<file path="src/rtl/lcd_bus_pkg.sv">
package lcd_bus_pkg;
  typedef enum logic [2:0] {
    ST_IDLE,
    ST_SETUP,
    ST_PULSE,
    ST_HOLD,
    ST_WAIT
  } lcd_state_e;
endpackage

</file>
<file path="src/rtl/lcd_phase_timer.sv">
module lcd_phase_timer #(
  parameter int CNT_W = 8
) (
  input  logic             clk_i,
  input  logic             rst_ni,
  input  logic             load_i,
  input  logic [CNT_W-1:0] val_i,
  output logic             done_o
);
  logic [CNT_W-1:0] cnt_q;

  always_ff @(posedge clk_i or negedge rst_ni) begin
    if (!rst_ni)            cnt_q <= '0;
    else if (load_i)        cnt_q <= val_i;
    else if (cnt_q != '0)   cnt_q <= cnt_q - 1'b1;
  end

  assign done_o = (cnt_q == '0);
endmodule

</file>
<file path="src/rtl/lcd_wait_sel.sv">
module lcd_wait_sel #(
  parameter int CNT_W          = 8,
  parameter int SHORT_WAIT_CYC = 10,
  parameter int LONG_WAIT_CYC  = 400
) (
  input  logic             is_data_i,
  input  logic [7:0]       byte_i,
  output logic [CNT_W-1:0] wait_m1_o
);
  logic slow_cmd;

  // clear (01h) and home (02h/03h) are the slow commands
  assign slow_cmd  = !is_data_i && (byte_i[7:2] == 6'd0) && (byte_i[1:0] != 2'd0);
  assign wait_m1_o = slow_cmd ? CNT_W'(LONG_WAIT_CYC - 1) : CNT_W'(SHORT_WAIT_CYC - 1);
endmodule

</file>
<file path="src/rtl/lcd_poll_guard.sv">
module lcd_poll_guard #(
  parameter int POLL_LIMIT = 4
) (
  input  logic clk_i,
  input  logic rst_ni,
  input  logic clr_i,
  input  logic inc_i,
  output logic last_o
);
  localparam int PW = $clog2(POLL_LIMIT + 1);
  logic [PW-1:0] cnt_q;

  always_ff @(posedge clk_i or negedge rst_ni) begin
    if (!rst_ni)     cnt_q <= '0;
    else if (clr_i)  cnt_q <= '0;
    else if (inc_i)  cnt_q <= cnt_q + 1'b1;
  end

  // the read now ending is the last allowed one
  assign last_o = (cnt_q == PW'(POLL_LIMIT - 1));
endmodule

</file>
<file path="src/rtl/lcd_bus_engine.sv">
module lcd_bus_engine #(
  parameter int SETUP_CYC      = 2,
  parameter int PULSE_CYC      = 60,
  parameter int HOLD_CYC       = 2,
  parameter int SHORT_WAIT_CYC = 5000,
  parameter int LONG_WAIT_CYC  = 205000,
  parameter int POLL_LIMIT     = 1000
) (
  input  logic       clk_i,
  input  logic       rst_ni,
  input  logic       mode_i,
  input  logic       req_valid_i,
  input  logic       req_rs_i,
  input  logic [7:0] req_data_i,
  output logic       req_ready_o,
  output logic       lcd_rs_o,
  output logic       lcd_rw_o,
  output logic       lcd_e_o,
  output logic [7:0] lcd_db_o,
  output logic       lcd_db_oe_o,
  input  logic [7:0] lcd_db_i,
  output logic       err_o
);
  import lcd_bus_pkg::*;

  localparam int MAX_A = (SETUP_CYC > PULSE_CYC) ? SETUP_CYC : PULSE_CYC;
  localparam int MAX_B = (HOLD_CYC > SHORT_WAIT_CYC) ? HOLD_CYC : SHORT_WAIT_CYC;
  localparam int MAX_C = (MAX_A > MAX_B) ? MAX_A : MAX_B;
  localparam int MAX_ALL = (MAX_C > LONG_WAIT_CYC) ? MAX_C : LONG_WAIT_CYC;
  localparam int CNT_W = $clog2(MAX_ALL + 1);

  lcd_state_e st_q, st_d;
  logic             rs_q, rw_q, oe_q, busy_q, err_q, mode_q, req_rs_q;
  logic [7:0]       db_q, byte_q;
  logic             tmr_ld, tmr_done;
  logic [CNT_W-1:0] tmr_val, wait_m1;
  logic             acc, to_write, go_idle, smp, poll_inc, poll_last, err_set;

  lcd_phase_timer #(.CNT_W(CNT_W)) u_timer (
    .clk_i  (clk_i),
    .rst_ni (rst_ni),
    .load_i (tmr_ld),
    .val_i  (tmr_val),
    .done_o (tmr_done)
  );

  lcd_wait_sel #(
    .CNT_W          (CNT_W),
    .SHORT_WAIT_CYC (SHORT_WAIT_CYC),
    .LONG_WAIT_CYC  (LONG_WAIT_CYC)
  ) u_wait (
    .is_data_i (req_rs_q),
    .byte_i    (byte_q),
    .wait_m1_o (wait_m1)
  );

  lcd_poll_guard #(.POLL_LIMIT(POLL_LIMIT)) u_guard (
    .clk_i  (clk_i),
    .rst_ni (rst_ni),
    .clr_i  (acc),
    .inc_i  (poll_inc),
    .last_o (poll_last)
  );

  always_comb begin
    st_d     = st_q;
    tmr_ld   = 1'b0;
    tmr_val  = '0;
    acc      = 1'b0;
    to_write = 1'b0;
    go_idle  = 1'b0;
    smp      = 1'b0;
    poll_inc = 1'b0;
    err_set  = 1'b0;
    unique case (st_q)
      ST_IDLE: if (req_valid_i) begin
        acc = 1'b1; st_d = ST_SETUP; tmr_ld = 1'b1; tmr_val = CNT_W'(SETUP_CYC - 1);
      end
      ST_SETUP: if (tmr_done) begin
        st_d = ST_PULSE; tmr_ld = 1'b1; tmr_val = CNT_W'(PULSE_CYC - 1);
      end
      ST_PULSE: if (tmr_done) begin
        smp = rw_q; st_d = ST_HOLD; tmr_ld = 1'b1; tmr_val = CNT_W'(HOLD_CYC - 1);
      end
      ST_HOLD: if (tmr_done) begin
        if (rw_q) begin
          if (busy_q) begin
            poll_inc = 1'b1;
            if (poll_last) begin
              err_set = 1'b1; go_idle = 1'b1; st_d = ST_IDLE;
            end else begin
              st_d = ST_SETUP; tmr_ld = 1'b1; tmr_val = CNT_W'(SETUP_CYC - 1);
            end
          end else begin
            to_write = 1'b1; st_d = ST_SETUP; tmr_ld = 1'b1; tmr_val = CNT_W'(SETUP_CYC - 1);
          end
        end else if (mode_q) begin
          st_d = ST_WAIT; tmr_ld = 1'b1; tmr_val = wait_m1;
        end else begin
          go_idle = 1'b1; st_d = ST_IDLE;
        end
      end
      ST_WAIT: if (tmr_done) begin
        go_idle = 1'b1; st_d = ST_IDLE;
      end
      default: st_d = ST_IDLE;
    endcase
  end

  always_ff @(posedge clk_i or negedge rst_ni) begin
    if (!rst_ni) begin
      st_q     <= ST_IDLE;
      rs_q     <= 1'b0;
      rw_q     <= 1'b0;
      oe_q     <= 1'b0;
      db_q     <= '0;
      busy_q   <= 1'b0;
      err_q    <= 1'b0;
      mode_q   <= 1'b0;
      req_rs_q <= 1'b0;
      byte_q   <= '0;
    end else begin
      st_q <= st_d;
      if (acc) begin
        mode_q   <= mode_i;
        req_rs_q <= req_rs_i;
        byte_q   <= req_data_i;
        err_q    <= 1'b0;
        if (!mode_i) begin
          rs_q <= 1'b0; rw_q <= 1'b1; oe_q <= 1'b0;
        end else begin
          rs_q <= req_rs_i; rw_q <= 1'b0; oe_q <= 1'b1; db_q <= req_data_i;
        end
      end
      if (to_write) begin
        rs_q <= req_rs_q; rw_q <= 1'b0; oe_q <= 1'b1; db_q <= byte_q;
      end
      if (go_idle) begin
        rw_q <= 1'b0; oe_q <= 1'b0;
      end
      if (smp)     busy_q <= lcd_db_i[7];
      if (err_set) err_q  <= 1'b1;
    end
  end

  assign req_ready_o = (st_q == ST_IDLE);
  assign lcd_e_o     = (st_q == ST_PULSE);
  assign lcd_rs_o    = rs_q;
  assign lcd_rw_o    = rw_q;
  assign lcd_db_o    = db_q;
  assign lcd_db_oe_o = oe_q;
  assign err_o       = err_q;
endmodule

</file>
<file path="config.mk">
export PLATFORM = sky130hd
export DESIGN_NAME = lcd_bus_engine
export DESIGN_NICKNAME = d
export VERILOG_FILES = /design/src/rtl/lcd_bus_pkg.sv /design/src/rtl/lcd_phase_timer.sv /design/src/rtl/lcd_wait_sel.sv /design/src/rtl/lcd_poll_guard.sv /design/src/rtl/lcd_bus_engine.sv
export SDC_FILE = /design/constraint.sdc
export NUM_CORES = 1
export LEC_CHECK = 0
export BUFFER_PORTS_ARGS = -buffer_cell sky130_fd_sc_hd__buf_2
export CORE_ASPECT_RATIO = 1.75
export CORE_MARGIN = 3
export CORE_UTILIZATION = 57
export CTS_BUF_LIST = sky130_fd_sc_hd__clkbuf_4 sky130_fd_sc_hd__clkbuf_8 sky130_fd_sc_hd__clkbuf_16
export DETAILED_ROUTE_END_ITERATION = 8
export GPL_ROUTABILITY_DRIVEN = 0
export GPL_TIMING_DRIVEN = 1
export PLACE_DENSITY_LB_ADDON = 0.08
export RECOVER_POWER = 25
export SLEW_MARGIN = 10
export SYNTH_ARGS = -nofsm -noshare
export SYNTH_HDL_FRONTEND = slang
export SYNTH_SLANG_ARGS = --single-unit
</file>
<file path="constraint.sdc">
create_clock -name clk_i -period 2.4 [get_ports clk_i]
set_input_delay 0.48 -clock clk_i [delete_from_list [all_inputs] [get_ports clk_i]]
set_output_delay 0.48 -clock clk_i [all_outputs]
set_load 0.005 [all_outputs]
</file>
==> results.json <==
{
  "outcome": "complete, but fails checks",
  "violations": "capacitance limit, slew limit",
  "slew_headroom": -0.0299,
  "grt_max_degree": 29,
  "worst_path_max_delay_cell": "or4_1",
  "cp-end-kind": "register",
  "r2r_cells": 7,
  "vias": 2278,
  "fp.dieH_um": 97.8,
  "post_cts_buffers": 0,
  "firstDrtPassIters": 4,
  "gr-total-overflow": 0,
  "maxCapViolations": 1,
  "cp-startpoint": "u_timer.cnt_q[0]$_DFFE_PN0P_",
  "fin_setup_tns_ns": 0,
  "antenna_found_initial": 0,
  "fp.dieArea_um2": 5720,
  "synth_area_per_cell_um2": 9.67,
  "synth_nets": 308,
  "grt_pass1_vias": 2349,
  "n_antenna_cell": 0,
  "hp-class": "in -> reg",
  "clockRootBuffer": "clkbuf_8",
  "netlist_area_um2": 2750,
  "cp.required_ns": 2.62,
  "r2r_slack_ns": 0.13,
  "synth_ff_type": "dfrtp_1",
  "nFillCells": 382,
  "coreArea_um2": 4520,
  "ys_ff_latch": 54,
  "die_w_um": 58.5,
  "critPathMaxFanout": 4,
  "synth_edf_count": 0,
  "clkTransAtPathRegs_ns": 0.10,
  "totalWireLength_mm": 6.27,
  "start_util": 0.607,
  "cts_resized": 0,
  "worst_slew_pin_slew_ns": 1.54,
  "slowest_delay_ns": 0.57,
  "final_max_slew_viol_count": 28,
  "cts_tree": "yes",
  "synthToLayoutAreaGrowth_pct": 13.2,
  "ant_nets": 0,
  "cts_buffers": 5,
  "reg2reg_to": "u_timer.cnt_q[17]$_DFFE_PN0P_",
  "nNetsFinal": 344,
  "drive_gt1_frac": 0.188,
  "ios": 35,
  "clock_latency_ns": 0.32,
  "ir_drop_uv": 508,
  "grt_pass1_wl_mm": 10.8,
  "endpoint": "u_timer.cnt_q[17]$_DFFE_PN0P_",
  "p_per_area_nw_per_um2": 464,
  "worstSetupStartpointType": "register",
  "drt-initial-drc-count": 91,
  "drcViolationCount": 0,
  "grt.total_usage": 0.244,
  "htree_levels": 2,
  "fin_worst_hold_slack_ns": 0.359,
  "yosys_warnings": 0,
  "cp.arrival_ns": 2.50,
  "p_leak_nw": 1.42,
  "fin_crit_sh": 0.947,
  "syn_inst": 284,
  "place_hpwl_mm": 4.61,
  "path_cells": "inv_1 > ha_1 > nor2b_1 > nand3_2 > or4_1 > or3_4 > o21ai_0",
  "async_flop_share": 1.00,
  "fin_worst_skew_ns": 0.0130,
  "clock_sinks": 54,
  "setup_violations": 0,
  "ctsHoldBuffers": 0,
  "detail_route.wl_per_cell_um": 16.9,
  "clk_path_buf_depth": 2,
  "vias_per_cell": 6.14,
  "fin_crit_ns": 2.27,
  "rsz0062_at_grt": "no",
  "critPathKind": "reg -> reg",
  "numPortBuffers": 27,
  "num_rows": 32,
  "synth_seq_area_share": 0.492,
  "r2r-start": "u_timer.cnt_q[0]$_DFFE_PN0P_",
  "final-hold-violation-count": 0,
  "max_freq_mhz": 440,
  "ys_types": 48
}
## synthesized netlist by cell type (6+ instances only)
| library cell | count | area share |
|---|---|---|
| a221o_1 | 8 | 0.029 |
| nand2_1 | 42 | 0.057 |
| nand4_1 | 7 | 0.016 |
| xnor2_1 | 9 | 0.029 |
| xor2_1 | 8 | 0.026 |
| o21ai_0 | 19 | 0.035 |
| or3_1 | 6 | 0.014 |
| and3_1 | 12 | 0.027 |
| a21oi_1 | 11 | 0.020 |
| dfrtp_1 | 54 | 0.49 |
| clkbuf_1 | 12 | 0.016 |
| inv_1 | 9 | 0.012 |
| nand3_1 | 9 | 0.016 |
| nor4_1 | 6 | 0.014 |
| nor2_1 | 14 | 0.019 |
## logic make-up (layout without fill, tap and decap cells)
| family | Yosys count | in the layout | share of synthesized area |
|---|---|---|---|
| flip-flops | 54 | 54 | 0.492 |
| XOR/XNOR | 17 | 17 | 0.0542 |
| adder cells (fa/ha/maj) | 3 | 3 | 0.0137 |
| AND/OR/NAND/NOR | 126 | 126 | 0.256 |
| buffers and inverters | 23 | 59 | 0.0324 |
| multiplexers | 2 | 2 | 0.00775 |
| AO/OA/AOI/OAI | 59 | 59 | 0.144 |
## critical path: cells and delay by family (launching register included)
kind,cells,cell delay [ns]
simple gates,4,1.40
flops,1,0.41
fa+ha+maj,1,0.15
buf+inv,1,0.13
compound gates,1,0.10
## cells in the final DEF (no fill, tap or decap), drive strengths merged, types with 2 or more instances in the layout
| master | n |
|---|---|
| a221o | 8 |
| nand4 | 8 |
| nand2b | 2 |
| a21oi | 11 |
| nand3 | 10 |
| nand4b | 2 |
| nand2 | 42 |
| or4 | 5 |
| and2 | 2 |
| and3 | 12 |
| ha | 3 |
| nor3 | 6 |
| nor2b | 2 |
| o211ai | 2 |
| nor2 | 14 |
| clkbuf | 7 |
| nor4 | 9 |
| xnor2 | 9 |
| o21ai | 19 |
| xor2 | 8 |
| and4 | 2 |
| buf | 41 |
| dfrtp | 54 |
| nand3b | 2 |
| or3 | 6 |
| inv | 10 |
| o31a | 3 |
| o31ai | 5 |
## per-stage QoR
stage / worst slack [ns] / utilization / power (W) / std cells / instance area, um2
CTS: 0.101 / 0.685 / 0.00146 / 371 / 3100
detailed placement: 0.133 / 0.666 / 0.000963 / 364 / 3020
global route: 0.0134 / 0.687 / 0.00149 / 371 / 3110
finish: 0.128 / 0.687 / 0.00144 / 371 / 3110
global placement: 0.139 / 0.666 / 0.000962 / 364 / 3020
floorplan: 0.259 / - / 0.000929 / 284 / 2750
## layout make-up
type,count,area [um2],share of cell area
Sequential cell,54,1350,0.435
Inverter,9,33.8,0.0109
Timing Repair Buffer,43,250,0.0805
Clock inverter,2,13.8,0.00443
Multi-Input combinational cell,207,1330,0.426
Clock buffer,5,68.8,0.0222
Tap cell,51,63.8,0.0205
## where the power goes
group	total, W	internal, W	switching, W
clock	0.000499	0.000202	0.000297
sequential	0.000909	0.000909	0
combinational	0.0000340	0.00000914	0.0000249
## worst min-delay path by stage
stage | start | to | slack (ns) | cells after the start
floorplan | rst_ni | busy_q$_DFFE_PN0P_ | 0.18 | 0
detailed placement | byte_q[4]$_DFFE_PN0P_ | byte_q[4]$_DFFE_PN0P_ | 0.48 | 2
global placement | byte_q[7]$_DFFE_PN0P_ | byte_q[7]$_DFFE_PN0P_ | 0.49 | 2
finish | req_data_i[7] | byte_q[7]$_DFFE_PN0P_ | 0.36 | 3
global route | req_data_i[2] | byte_q[2]$_DFFE_PN0P_ | 0.37 | 3
CTS | rst_ni | u_timer.cnt_q[1]$_DFFE_PN0P_ | 0.19 | 1
## metal layers
layer	global-route usage	vias up	share of wire
met1	0.287	1128	0.40
met5	0	-	0
met4	0.104	0	0.028
met2	0.426	39	0.55
li1	-	1096	-
met3	0.0344	15	0.024
## sequential cells by signal (all words and copies together) (netlist names)
| register | flops |
|---|---|
| u_timer.cnt_q | 18 |
| busy_q | 1 |
| lcd_db_o | 8 |
| u_guard.cnt_q | 10 |
| err_o | 1 |
| mode_q | 1 |
| lcd_rw_o | 1 |
| st_q | 3 |
| req_rs_q | 1 |
| byte_q | 8 |
| lcd_rs_o | 1 |
| lcd_db_oe_o | 1 |
No activity file was read; power rests on OpenSTA's default activity.
